**config.mk**
```make
export PLATFORM = sky130hd
export DESIGN_NAME = pkt_word_shaper
export DESIGN_NICKNAME = d
export VERILOG_FILES = /design/src/rtl/rl_shaper_pkg.sv /design/src/rtl/rl_charge_calc.sv /design/src/rtl/rl_credit_bucket.sv /design/src/rtl/rl_permit_gen.sv /design/src/rtl/pkt_word_shaper.sv
export SDC_FILE = /design/constraint.sdc
export NUM_CORES = 1
export LEC_CHECK = 0
export ABC_AREA = 0
export BUFFER_PORTS_ARGS = -buffer_cell sky130_fd_sc_hd__buf_2
export CORE_MARGIN = 1
export CORE_UTILIZATION = 30
export CTS_CLUSTER_DIAMETER = 150
export DETAILED_ROUTE_END_ITERATION = 10
export GPL_TIMING_DRIVEN = 0
export PLACE_DENSITY = 0.46
export SYNTH_ARGS = -nofsm -noshare
export SYNTH_HDL_FRONTEND = slang
export SYNTH_SLANG_ARGS = --single-unit
```
**constraint.sdc**
```tcl
create_clock -name clk -period 22.5 [get_ports clk]
set_input_delay 3.375 -clock clk [delete_from_list [all_inputs] [get_ports clk]]
set_output_delay 3.375 -clock clk [all_outputs]
set_load 0.01 [all_outputs]
```
**src/rtl/rl_shaper_pkg.sv**
```systemverilog
package rl_shaper_pkg;

  // coarse unit of cost and limit fields: 2**SCALE_SHIFT raw tokens
  localparam int unsigned SCALE_SHIFT    = 8;
  // raw tokens added by the refill on every clock cycle
  localparam int unsigned DEFAULT_REFILL = 16;

  function automatic int unsigned max2(input int unsigned a, input int unsigned b);
    return (a > b) ? a : b;
  endfunction

endpackage

```
**src/rtl/rl_charge_calc.sv**
```systemverilog
// Combinational charge for one packet start: fixed part scaled up, plus words times word cost.
module rl_charge_calc #(
  parameter int unsigned PKT_COST_W  = 12,
  parameter int unsigned WORD_COST_W = 12,
  parameter int unsigned LEN_W       = 8,
  parameter int unsigned SCALE_SHIFT = 8,
  parameter int unsigned CHG_W       = 21
) (
  input  logic [PKT_COST_W-1:0]  pkt_cost,
  input  logic [WORD_COST_W-1:0] word_cost,
  input  logic [LEN_W-1:0]       words,
  output logic [CHG_W-1:0]       charge
);

  logic [CHG_W-1:0] fixed_part;
  logic [CHG_W-1:0] word_part;

  assign fixed_part = CHG_W'(pkt_cost) << SCALE_SHIFT;
  assign word_part  = CHG_W'(word_cost) * CHG_W'(words);
  assign charge     = fixed_part + word_part;

endmodule

```
**src/rtl/rl_credit_bucket.sv**
```systemverilog
// Signed credit register: clamp after refill, then subtract the charge of an accepted start.
module rl_credit_bucket #(
  parameter int unsigned CREDIT_W    = 26,
  parameter int unsigned CHG_W       = 21,
  parameter int unsigned LIMIT_W     = 16,
  parameter int unsigned SCALE_SHIFT = 8,
  parameter int unsigned REFILL      = 16
) (
  input  logic                       clk,
  input  logic                       rst_n,
  input  logic [LIMIT_W-1:0]         limit,
  input  logic                       take,
  input  logic [CHG_W-1:0]           charge,
  output logic signed [CREDIT_W-1:0] credit_q
);

  localparam logic signed [CREDIT_W-1:0] REFILL_C = CREDIT_W'(REFILL);

  logic signed [CREDIT_W-1:0] cap_c;
  logic signed [CREDIT_W-1:0] grown;
  logic signed [CREDIT_W-1:0] capped;
  logic signed [CREDIT_W-1:0] charge_s;
  logic signed [CREDIT_W-1:0] credit_d;

  assign cap_c    = $signed({{(CREDIT_W-LIMIT_W){1'b0}}, limit} << SCALE_SHIFT);
  assign charge_s = $signed({{(CREDIT_W-CHG_W){1'b0}}, charge});
  assign grown    = credit_q + REFILL_C;

  always_comb begin
    capped = (grown > cap_c) ? cap_c : grown;
    if (take) credit_d = capped - charge_s;
    else      credit_d = capped;
  end

  always_ff @(posedge clk) begin
    if (!rst_n) credit_q <= '0;
    else        credit_q <= credit_d;
  end

  AST_IDLE_GROWTH_BOUNDED: assert property (@(posedge clk) disable iff (!rst_n)
    !take |=> (credit_q <= $past(credit_q) + REFILL_C));

  AST_CAP_RESPECTED: assert property (@(posedge clk) disable iff (!rst_n)
    (!take && $past(!take)) |=> (credit_q <= $past(cap_c) || credit_q <= $past(credit_q)));

  AST_CHARGE_DEDUCTED: assert property (@(posedge clk) disable iff (!rst_n)
    take |=> (credit_q + $past(charge_s) <= $past(credit_q) + REFILL_C));

endmodule

```
**src/rtl/rl_permit_gen.sv**
```systemverilog
// Send permit from the credit sign, with the all-zero configuration as an open port.
module rl_permit_gen #(
  parameter int unsigned CREDIT_W    = 26,
  parameter int unsigned PKT_COST_W  = 12,
  parameter int unsigned WORD_COST_W = 12,
  parameter int unsigned LIMIT_W     = 16
) (
  input  logic signed [CREDIT_W-1:0] credit_q,
  input  logic [PKT_COST_W-1:0]      pkt_cost,
  input  logic [WORD_COST_W-1:0]     word_cost,
  input  logic [LIMIT_W-1:0]         limit,
  output logic                       unlimited,
  output logic                       permit
);

  assign unlimited = ~|{pkt_cost, word_cost, limit};
  assign permit    = unlimited | ~credit_q[CREDIT_W-1];

endmodule

```
**src/rtl/pkt_word_shaper.sv**
```systemverilog
module pkt_word_shaper #(
  parameter int unsigned PKT_COST_W  = 12,
  parameter int unsigned WORD_COST_W = 12,
  parameter int unsigned LIMIT_W     = 16,
  parameter int unsigned LEN_W       = 8,
  parameter int unsigned REFILL      = rl_shaper_pkg::DEFAULT_REFILL
) (
  input  logic                   clk,
  input  logic                   rst_n,
  input  logic [PKT_COST_W-1:0]  cfg_pkt_cost,
  input  logic [WORD_COST_W-1:0] cfg_word_cost,
  input  logic [LIMIT_W-1:0]     cfg_limit,
  input  logic                   sop_valid,
  input  logic [LEN_W-1:0]       sop_words,
  output logic                   sop_ready
);

  import rl_shaper_pkg::*;

  localparam int unsigned CHG_W    = max2(PKT_COST_W + SCALE_SHIFT, WORD_COST_W + LEN_W) + 1;
  localparam int unsigned CREDIT_W = max2(LIMIT_W + SCALE_SHIFT, CHG_W) + 2;
  localparam logic signed [CREDIT_W-1:0] FLOOR_C =
    $signed(~(CREDIT_W'(1) << CHG_W) + CREDIT_W'(1));

  logic [CHG_W-1:0]           charge;
  logic signed [CREDIT_W-1:0] credit_q;
  logic                       take;
  logic                       unlimited;

  assign take = sop_valid & sop_ready;

  rl_charge_calc #(
    .PKT_COST_W (PKT_COST_W),
    .WORD_COST_W(WORD_COST_W),
    .LEN_W      (LEN_W),
    .SCALE_SHIFT(SCALE_SHIFT),
    .CHG_W      (CHG_W)
  ) u_charge (
    .pkt_cost (cfg_pkt_cost),
    .word_cost(cfg_word_cost),
    .words    (sop_words),
    .charge   (charge)
  );

  rl_credit_bucket #(
    .CREDIT_W   (CREDIT_W),
    .CHG_W      (CHG_W),
    .LIMIT_W    (LIMIT_W),
    .SCALE_SHIFT(SCALE_SHIFT),
    .REFILL     (REFILL)
  ) u_bucket (
    .clk     (clk),
    .rst_n   (rst_n),
    .limit   (cfg_limit),
    .take    (take),
    .charge  (charge),
    .credit_q(credit_q)
  );

  rl_permit_gen #(
    .CREDIT_W   (CREDIT_W),
    .PKT_COST_W (PKT_COST_W),
    .WORD_COST_W(WORD_COST_W),
    .LIMIT_W    (LIMIT_W)
  ) u_permit (
    .credit_q (credit_q),
    .pkt_cost (cfg_pkt_cost),
    .word_cost(cfg_word_cost),
    .limit    (cfg_limit),
    .unlimited(unlimited),
    .permit   (sop_ready)
  );

  AST_NEGATIVE_BLOCKS: assert property (@(posedge clk) disable iff (!rst_n)
    (credit_q < 0 && !unlimited) |-> !sop_ready);

  AST_CREDIT_FLOOR: assert property (@(posedge clk) disable iff (!rst_n)
    credit_q >= FLOOR_C);

  AST_UNLIMITED_OPEN: assert property (@(posedge clk) disable iff (!rst_n)
    unlimited |-> sop_ready);

  AST_STALL_NO_CHARGE: assert property (@(posedge clk) disable iff (!rst_n)
    (sop_valid && !sop_ready) |=> (credit_q <= $past(credit_q) + $signed(CREDIT_W'(REFILL))
                                   && credit_q >= $past(credit_q)));

endmodule

```
# Yosys cells after proc, flatten, opt, wreduce, memory -nomap -nowiden
# Index checks and enable logic that the tools add are counted.
# op_classes
n_addsub	3
multipliers	1
div	0
n_lt_le_gt_ge	1
n_eq_ne	0
n_shift	0
muxes	2
n_bitwise	3
n_reduce_logical	2
# ops
cell	n
26-bit 2-to-1 mux	2
40-bit OR reduction	1
26-bit by 6-bit adder with 26-bit output, second input constant	1
26-bit by 25-bit greater-than comparator with 1-bit output	1
26-bit by 22-bit subtractor with 26-bit output	1
20-bit by 20-bit adder with 21-bit output	1
12-bit by 8-bit multiplier with 20-bit output	1
1-bit bitwise AND	1
1-bit logical NOT	1
1-bit inverter	1
1-bit bitwise OR	1
# word_totals
ff_bits	26
latchBits	0
ram_bits	0
mem_bits_ro	0
in_bits	51
output_inout_bits	1
elab_cells	13
n_memories	0

# Logic depth before layout (Yosys ltp)
# Gate-level depths: netlist of the first run.
# logic_depth
ltp_word	5
ltp_mapped	27
mapped_depth_nobuf	26

# By module
# From an unflattened synthesis of the first run, not the netlist that was laid out.
# unflattened
cells_unflattened	858
area_unflattened_um2	6796.5
# modules_own_cells
module	instances	cells_each	area_each_um2	seq_area_each_um2
rl_charge_calc	1	419	3489.6	0.0
rl_credit_bucket	1	423	3203.1	520.5
rl_permit_gen	1	15	97.6	0.0
pkt_word_shaper	1	1	6.3	0.0

# Least setup slack after synthesis of the first run
# Ideal clock, no wire load.
# synth_timing
kind	input port to flip-flop
from	input sop_words[7]
to	register u_bucket.credit_q[23]
setup_ps	74
t_arrival_ps	9280
t_required_ps	22426
slack_ps	13146
path_stages	22
n_path_buf	1
cell_sequence	clkbuf_1 > and2_1 > fa_1 > fa_1 > fa_1 > inv_1 > fa_1 > inv_1 > ha_1 > or3_1 > o21ai_0 > o31ai_1 > o41ai_1 > xnor2_1 > ha_1 > a21o_1 > a21o_1 > a221o_1 > a2111oi_4 > nand3_1 > or3_1 > a31oi_1
# synth_via
elab_chain_cells	4
# synth_lines
element	line	rtl
start: declaration	pkt_word_shaper.sv:14	input logic [LEN_W-1:0] sop_words,
12-bit by 8-bit multiplier with 20-bit output	rl_charge_calc.sv:19	assign word_part = CHG_W'(word_cost) * CHG_W'(words);
20-bit by 20-bit adder with 21-bit output	rl_charge_calc.sv:20	assign charge = fixed_part + word_part;
26-bit by 22-bit subtractor with 26-bit output	rl_credit_bucket.sv:31	if (take) credit_d = capped - charge_s;
26-bit 2-to-1 mux	rl_credit_bucket.sv:31	
end signal: assignment	rl_credit_bucket.sv:37	else credit_q <= credit_d;
end: declaration	rl_credit_bucket.sv:14	output logic signed [CREDIT_W-1:0] credit_q
# Every way passes these cells.
# A chain may end at the register's enable or synchronous reset.

# Worst setup path after layout of the first run
# layout_timing
from	input sop_words[4]
to	register u_bucket.credit_q[23]
# Same word-level chain as after synthesis.

==> results.sh, run 1 <==
export IMPL_wl_mm=16.56
export IMPL_cts_resized=0
export IMPL_whs_path_depth=2
export IMPL_synthArstFlopShare_pct=0
export IMPL_cts_tree="done"
export IMPL_grt_usage_pct=15.78
export IMPL_overflow=0
export IMPL_coreArea_mm2=0.02115
export IMPL_reg2reg_from="u_bucket.credit_q[4]"
export IMPL_pin_count=52
export IMPL_cpPeakStageDelay_ns=0.54
export IMPL_holdPathEnd="u_bucket.credit_q[0]"
export IMPL_avgRoutedWirePerCell_um=14.60
export IMPL_dieArea_mm2=0.02226
export IMPL_syn2layout_area_growth_pct=10.43
export IMPL_syn_nets=1013
export IMPL_ff2ff_path_depth=25
export IMPL_period_share_pct=45.04
export IMPL_worst_pin_slew_ns=0.8154
export IMPL_synth_distinct_cells=55
export IMPL_ys_ff_latch=26
export IMPL_diodes=0
export IMPL_worstHoldStart="u_bucket.credit_q[0]"
export IMPL_cts_hold_buf=0
export IMPL_syn_instance_count=806
export IMPL_fin_tns_setup_ns=0
export IMPL_crit_required_ns=22.69
export IMPL_die_h_um=149.2
export IMPL_yosysWarningCount=0
export IMPL_vias=5303
export IMPL_clkTransAtPathRegs_ns=0.06
export IMPL_syn_area_mm2=0.006500
export IMPL_grt_pass1_wl_mm=27.53
export IMPL_antenna_found_initial=0
export IMPL_die_w_um=149.2
export IMPL_drc_errors=0
export IMPL_finalPower_mw=1.098
export IMPL_critPathLaunchType="input pin"
export IMPL_num_rows=53
export IMPL_max_freq_mhz=98.69
export IMPL_ir_worst_vdd_uv=85.38
export IMPL_root_buffer="clkbuf_16"
export IMPL_r2r_end="u_bucket.credit_q[22]"
export IMPL_hpwl_mm=14.55
export IMPL_arrival_ns=10.32
export IMPL_rsz0062_at_grt="no"
export IMPL_path_common_cell="fa_1"
export IMPL_top_register="u_bucket.credit_q"
export IMPL_drt_iter0_markers=198
export IMPL_critPathSlowestCell="fa_1"
export IMPL_clock_latency_ns=0.26
export IMPL_cts_setup_buffers=0
export IMPL_worstSetupPathType="input pin to flop"
export IMPL_power_leakage_nw=3.552
export IMPL_fin_crit_ns=10.13
export IMPL_cap_viol_max_count=0
export IMPL_whs_ns=0.5277
export IMPL_setup_viol=0
export IMPL_yosysSeqAreaShare_pct=8.008
export IMPL_end_kind="flop"
export IMPL_slew_headroom_pct=45.14
export IMPL_io_buffers=49
export IMPL_first_global_vias=5331
export IMPL_layout_nets=1067
export IMPL_initial_core_util_pct=30.73
export IMPL_crit_fanout=10
export IMPL_final_hold_violation_count=0
export IMPL_ant_nets=0
export IMPL_dr_pass1_iters=4
export IMPL_slew_viol_final=0
export IMPL_powerDensity_mw_per_mm2=153.0
export IMPL_cts_buffers=3
export IMPL_grt_max_degree=15
export IMPL_cts_max_path_buffers=2
export IMPL_synth_edf_count=0
export IMPL_reg2reg_slack_ns=15.08
export IMPL_drive_gt1_share_pct=9.080
export IMPL_clock_sinks=26
export IMPL_detail_route_vias_per_cell=4.676
export IMPL_reg_top3="u_bucket.credit_q x26"
export IMPL_ys_flop_type="dfxtp_1"
export IMPL_hp_class="flop to flop"
export IMPL_finClkSkew_ns=0.001928
export IMPL_largest_reg_flops=26
export IMPL_synth_area_per_cell_um2=8.064
export IMPL_status="completed"
export IMPL_gp_congestion=0.7942
export IMPL_h_tree_depth=1
synth_stat cells (all sizes together) (13+ instances only):
library cell	n	area share, %
xnor2	35	4.8
nand3	20	1.5
mux2	13	2.3
a21oi	34	2.6
clkbuf	16	0.92
xor2	19	2.6
fa	73	22
nor3	15	1.2
and2	77	7.4
o21ai	20	1.6
dfxtp	26	8.0
ha	83	16
nand2	68	3.9
nor2	46	2.7
inv	148	8.5
power breakdown:
group	switching (mW)	internal (mW)	leakage (nW)
Sequential	0.0139	0.0638	0.215
Clock	0.0155	0.0272	0.0442
Combinational	0.548	0.430	3.29
Total	0.577	0.521	3.55
through the flow:
| stage | util (%) | area [µm²] | setup WS (ns) | cells |
|---|---|---|---|---|
| finish | 33.93 | 7178 | 12.37 | 1134 |
| global route | 33.93 | 7178 | 11.88 | 1134 |
| CTS | 33.93 | 7178 | 12.34 | 1134 |
| detailed placement | 33.51 | 7089 | 12.07 | 1130 |
| global placement | 33.51 | 7089 | 12.12 | 1130 |
| floorplan | - | 6500 | 13.15 | 806 |
final cells by class:
class                      count  area, µm²
clock buffer                   4      88.84
inverter                     149      559.3
timing repair buffer          49      245.2
tap                          275      344.1
fill                        2293      13980
multi-input combinational    613       5351
sequential                    26      520.5
buffer                        18      68.82
kinds of logic after synthesis:
logic type      share of synthesized area [%]
compound gates                          11.76
xor+xnor                                7.392
fa+ha+maj                               38.46
buf+inv                                 9.663
flops                                   8.008
mux                                     3.176
simple gates                            21.54
metal layers:
metal	vias to the layer above	GRT usage [%]	part of all wire, %
met5	-	0	0
met4	0	1.071	0.25
met3	2	1.376	1.5
met2	35	27.77	49
met1	2523	21.70	49
li1	2743	-	-
worst max-delay path, delay by kind of cell:
kind | cells | cell delay, ns
adders and majority gates | 6 | 2.59
AOI/OAI and AO/OA | 8 | 2.02
and+or+nand+nor | 6 | 1.38
buffers and inverters | 5 | 0.76
xor gates and xnor gates | 1 | 0.16
placed cells by master, fill, tap and decap left out, drive strengths merged, types with 3 or more instances in the layout:
cell     Yosys  layout
o21ai       20      20
fa          73      73
nor3        15      15
a31oi        5       5
inv        148     148
xnor2       35      35
and2        77      77
nand2       68      68
o41ai        3       3
a21oi       34      34
o31ai        5       5
o31a         3       3
o21a         4       4
and3         7       7
a2111oi      4       4
dfxtp       26      26
clkbuf      16      20
mux2i        6       6
ha          83      83
nand3       20      20
nand4       10      10
nor4        12      12
o21bai       4       4
nor2        46      46
a21o        12      12
a211oi       8       8
buf          2      51
mux2        13      13
xor2        19      19
nand2b       7       7
worst max path at each step:
stage,start,endpoint,slack (ns),depth (start not counted)
after detailed placement,sop_words[4],u_bucket.credit_q[23],12.07,26
after global placement,sop_words[4],u_bucket.credit_q[23],12.12,26
after floorplan,sop_words[7],u_bucket.credit_q[23],13.15,22
after global routing,sop_words[4],u_bucket.credit_q[23],11.88,26
after CTS,sop_words[4],u_bucket.credit_q[23],12.34,26
final,sop_words[4],u_bucket.credit_q[23],12.37,26
No activity file was read; power rests on OpenSTA's default activity.
==> run 2: changes to the inputs <==
--- a/config.mk
+++ b/config.mk
@@ -5,7 +5,7 @@
 export SDC_FILE = /design/constraint.sdc
 export NUM_CORES = 1
 export LEC_CHECK = 0
-export ABC_AREA = 0
+export ABC_AREA = 1
 export BUFFER_PORTS_ARGS = -buffer_cell sky130_fd_sc_hd__buf_2
 export CORE_MARGIN = 1
 export CORE_UTILIZATION = 30
==> constraint.sdc (replaced) <==
create_clock -name clk -period 10.6 [get_ports clk]
set_input_delay 1.59 -clock clk [delete_from_list [all_inputs] [get_ports clk]]
set_output_delay 1.59 -clock clk [all_outputs]
set_load 0.01 [all_outputs]
==> run 2 against run 1 <==
Non-clock buffer count did not move. Worst hold slack got worse by 0.0093 ns. Die area is 5.2% higher. Utilization fell by 0.090 points. Clock-buffer cell count is the same. Sequential cell count is the same. Area after synthesis increased by 5.3%. Highest routed layer unchanged.
==> results.sh, run 2 <==
export IMPL_status="completed"
export IMPL_crit_fanout=10
export IMPL_ff2ff_path_depth=31
export IMPL_wl_mm=16.54
export IMPL_detail_route_vias_per_cell=4.337
export IMPL_synth_top_area_share_pct=21.36
export IMPL_drc_errors=0
export IMPL_initial_core_util_pct=30.97
export IMPL_slew_headroom_pct=61.37
export IMPL_critPathSlowestCell="fa_1"
export IMPL_gp_congestion=0.8568
export IMPL_die_w_um=153.0
export IMPL_synthArstFlopShare_pct=0
export IMPL_cts_hold_buf=0
export IMPL_max_freq_mhz=124.8
export IMPL_reg_top3="u_bucket.credit_q x26"
export IMPL_worstSetupPathType="input pin to flop"
export IMPL_final_hold_violation_count=0
export IMPL_clock_latency_ns=0.26
export IMPL_clock_sinks=26
export IMPL_ys_flop_type="dfxtp_1"
export IMPL_mostFrequentLayoutCells="272 x inv_1, 218 x nand2_1, 83 x ha_1"
export IMPL_antenna_found_initial=0
export IMPL_yosysWarningCount=0
export IMPL_die_h_um=153.0
export IMPL_root_buffer="clkbuf_16"
export IMPL_layout_nets=1263
export IMPL_crit_required_ns=10.76
export IMPL_syn_instance_count=1012
export IMPL_largest_reg_flops=26
export IMPL_avgRoutedWirePerCell_um=12.39
export IMPL_rsz0062_at_grt="no"
export IMPL_syn_nets=1219
export IMPL_r2r_end="u_bucket.credit_q[16]"
export IMPL_slew_viol_final=0
export IMPL_reg2reg_from="u_bucket.credit_q[4]"
export IMPL_layout_commonest_cell="inv_1"
export IMPL_dieArea_mm2=0.02342
export IMPL_num_rows=54
export IMPL_reg2reg_slack_ns=5.04
export IMPL_worstHoldStart="u_bucket.credit_q[0]"
export IMPL_setup_viol=0
export IMPL_drive_gt1_share_pct=7.204
export IMPL_vias=5790
export IMPL_period_share_pct=75.57
export IMPL_diodes=0
export IMPL_yosysSeqAreaShare_pct=7.607
export IMPL_synth_area_per_cell_um2=6.762
export IMPL_ys_ff_latch=26
export IMPL_io_buffers=39
export IMPL_coreArea_mm2=0.02209
export IMPL_synth_distinct_cells=35
export IMPL_overflow=0
export IMPL_first_global_vias=5941
export IMPL_cts_buffers=3
export IMPL_synth_common_cells="272 x inv_1, 218 x nand2_1, 83 x ha_1"
export IMPL_fin_tns_setup_ns=0
export IMPL_cts_tree="done"
export IMPL_cpPeakStageDelay_ns=0.54
export IMPL_whs_path_depth=2
export IMPL_finClkSkew_ns=0.002652
export IMPL_synthMostInstantiatedCell="inv_1"
export IMPL_pin_count=52
export IMPL_fin_crit_ns=8.011
export IMPL_grt_pass1_wl_mm=28.55
export IMPL_cts_setup_buffers=0
export IMPL_cts_max_path_buffers=2
export IMPL_drt_iter0_markers=183
export IMPL_dr_pass1_iters=6
export IMPL_ant_nets=0
export IMPL_holdPathEnd="u_bucket.credit_q[0]"
export IMPL_clkTransAtPathRegs_ns=0.06
export IMPL_cap_viol_max_count=0
export IMPL_cts_resized=0
export IMPL_grt_usage_pct=14.98
export IMPL_syn2layout_area_growth_pct=9.270
export IMPL_syn_area_mm2=0.006843
export IMPL_critPathLaunchType="input pin"
export IMPL_synth_area_leaders="fa_1 21%, ha_1 15%, inv_1 15%, nand2_1 12%, dfxtp_1 7.6%"
export IMPL_h_tree_depth=1
export IMPL_synth_edf_count=0
export IMPL_hp_class="flop to flop"
export IMPL_arrival_ns=8.17
export IMPL_worst_pin_slew_ns=0.5794
export IMPL_end_kind="flop"
export IMPL_top_register="u_bucket.credit_q"
export IMPL_grt_max_degree=15
export IMPL_hpwl_mm=15.13
export IMPL_n_fill_cell=2482
export IMPL_yosys_area_top_type="fa_1"
==> run 2: cell count changes after synthesis, moves of 8 or more <==
| cell | delta |
|---|---|
| inv_1 | +124 |
| o21ai_0 | +10 |
| o21ai_2 | +8 |
| a21o_1 | -9 |
| and2_1 | -75 |
| mux2_2 | -13 |
| xor2_1 | +8 |
| o21ai_1 | +11 |
| nand2_1 | +150 |
| a21oi_1 | +27 |
| nor2_1 | +8 |
==> run 2: layout make-up <==
| class | instances | area, µm² | area share (%) |
|---|---|---|---|
| inverter | 276 | 1036 | 13.86 |
| clock buffer | 4 | 88.84 | 1.188 |
| buffer | 28 | 128.9 | 1.724 |
| sequential | 26 | 520.5 | 6.961 |
| timing repair buffer | 39 | 195.2 | 2.610 |
| multi-input combinational | 682 | 5157 | 68.98 |
| tap | 280 | 350.3 | 4.685 |
==> run 2: routing by layer <==
metal,vias up,part of all wire [%],track usage (%)
met5,-,0,0
met3,7,1.8,0.7372
met2,72,45,25.44
li1,3142,-,-
met1,2569,52,21.07
met4,0,0.88,2.838
==> run 2: how the worst max path moves through the flow <==
stage | slack [ns] | endpoint | cells after the start | from
floorplan | 3.41 | u_bucket.credit_q[25] | 29 | sop_words[7]
global placement | 2.23 | u_bucket.credit_q[25] | 30 | sop_words[6]
detailed placement | 2.22 | u_bucket.credit_q[25] | 30 | sop_words[6]
CTS | 2.49 | u_bucket.credit_q[25] | 30 | sop_words[6]
global route | 2.00 | u_bucket.credit_q[25] | 30 | sop_words[7]
finish | 2.59 | u_bucket.credit_q[25] | 30 | sop_words[6]
==> run 2: logic make-up (layout without fill, tap and decap cells) <==
logic type,Yosys count,in the layout,synth area share [%]
AND/OR/NAND/NOR,338,338,20.77
AO/OA/AOI/OAI,134,134,11.15
adder cells (fa/ha/maj),156,156,36.53
buffers and inverters,304,347,17.02
flip-flops,26,26,7.607
XOR/XNOR,54,54,6.912
==> run 2: worst max-delay path, delay by kind of cell <==
kind            cells  cell delay (ns)
compound gates      9             1.81
xor+xnor            1             0.22
fa+ha+maj           6             2.74
buf+inv             6             0.76
simple gates        8             1.04
==> run 2: per-stage QoR <==
stage               instance area [µm²]  setup slack, ns  hold WS, ns  std cells  util (%)
CTS                                7477            2.491       0.5223       1335     33.84
floorplan                          6843            3.412       0.4623       1012         -
finish                             7477            2.589       0.5184       1335     33.84
global placement                   7388            2.227       0.5089       1331     33.44
detailed placement                 7388            2.221       0.5170       1331     33.44
global route                       7477            2.003       0.5610       1335     33.84
Power of run 2 is left out: the tool's default activity adds up to more than one toggle a clock period on the data nets, which glitch-free logic cannot reach.
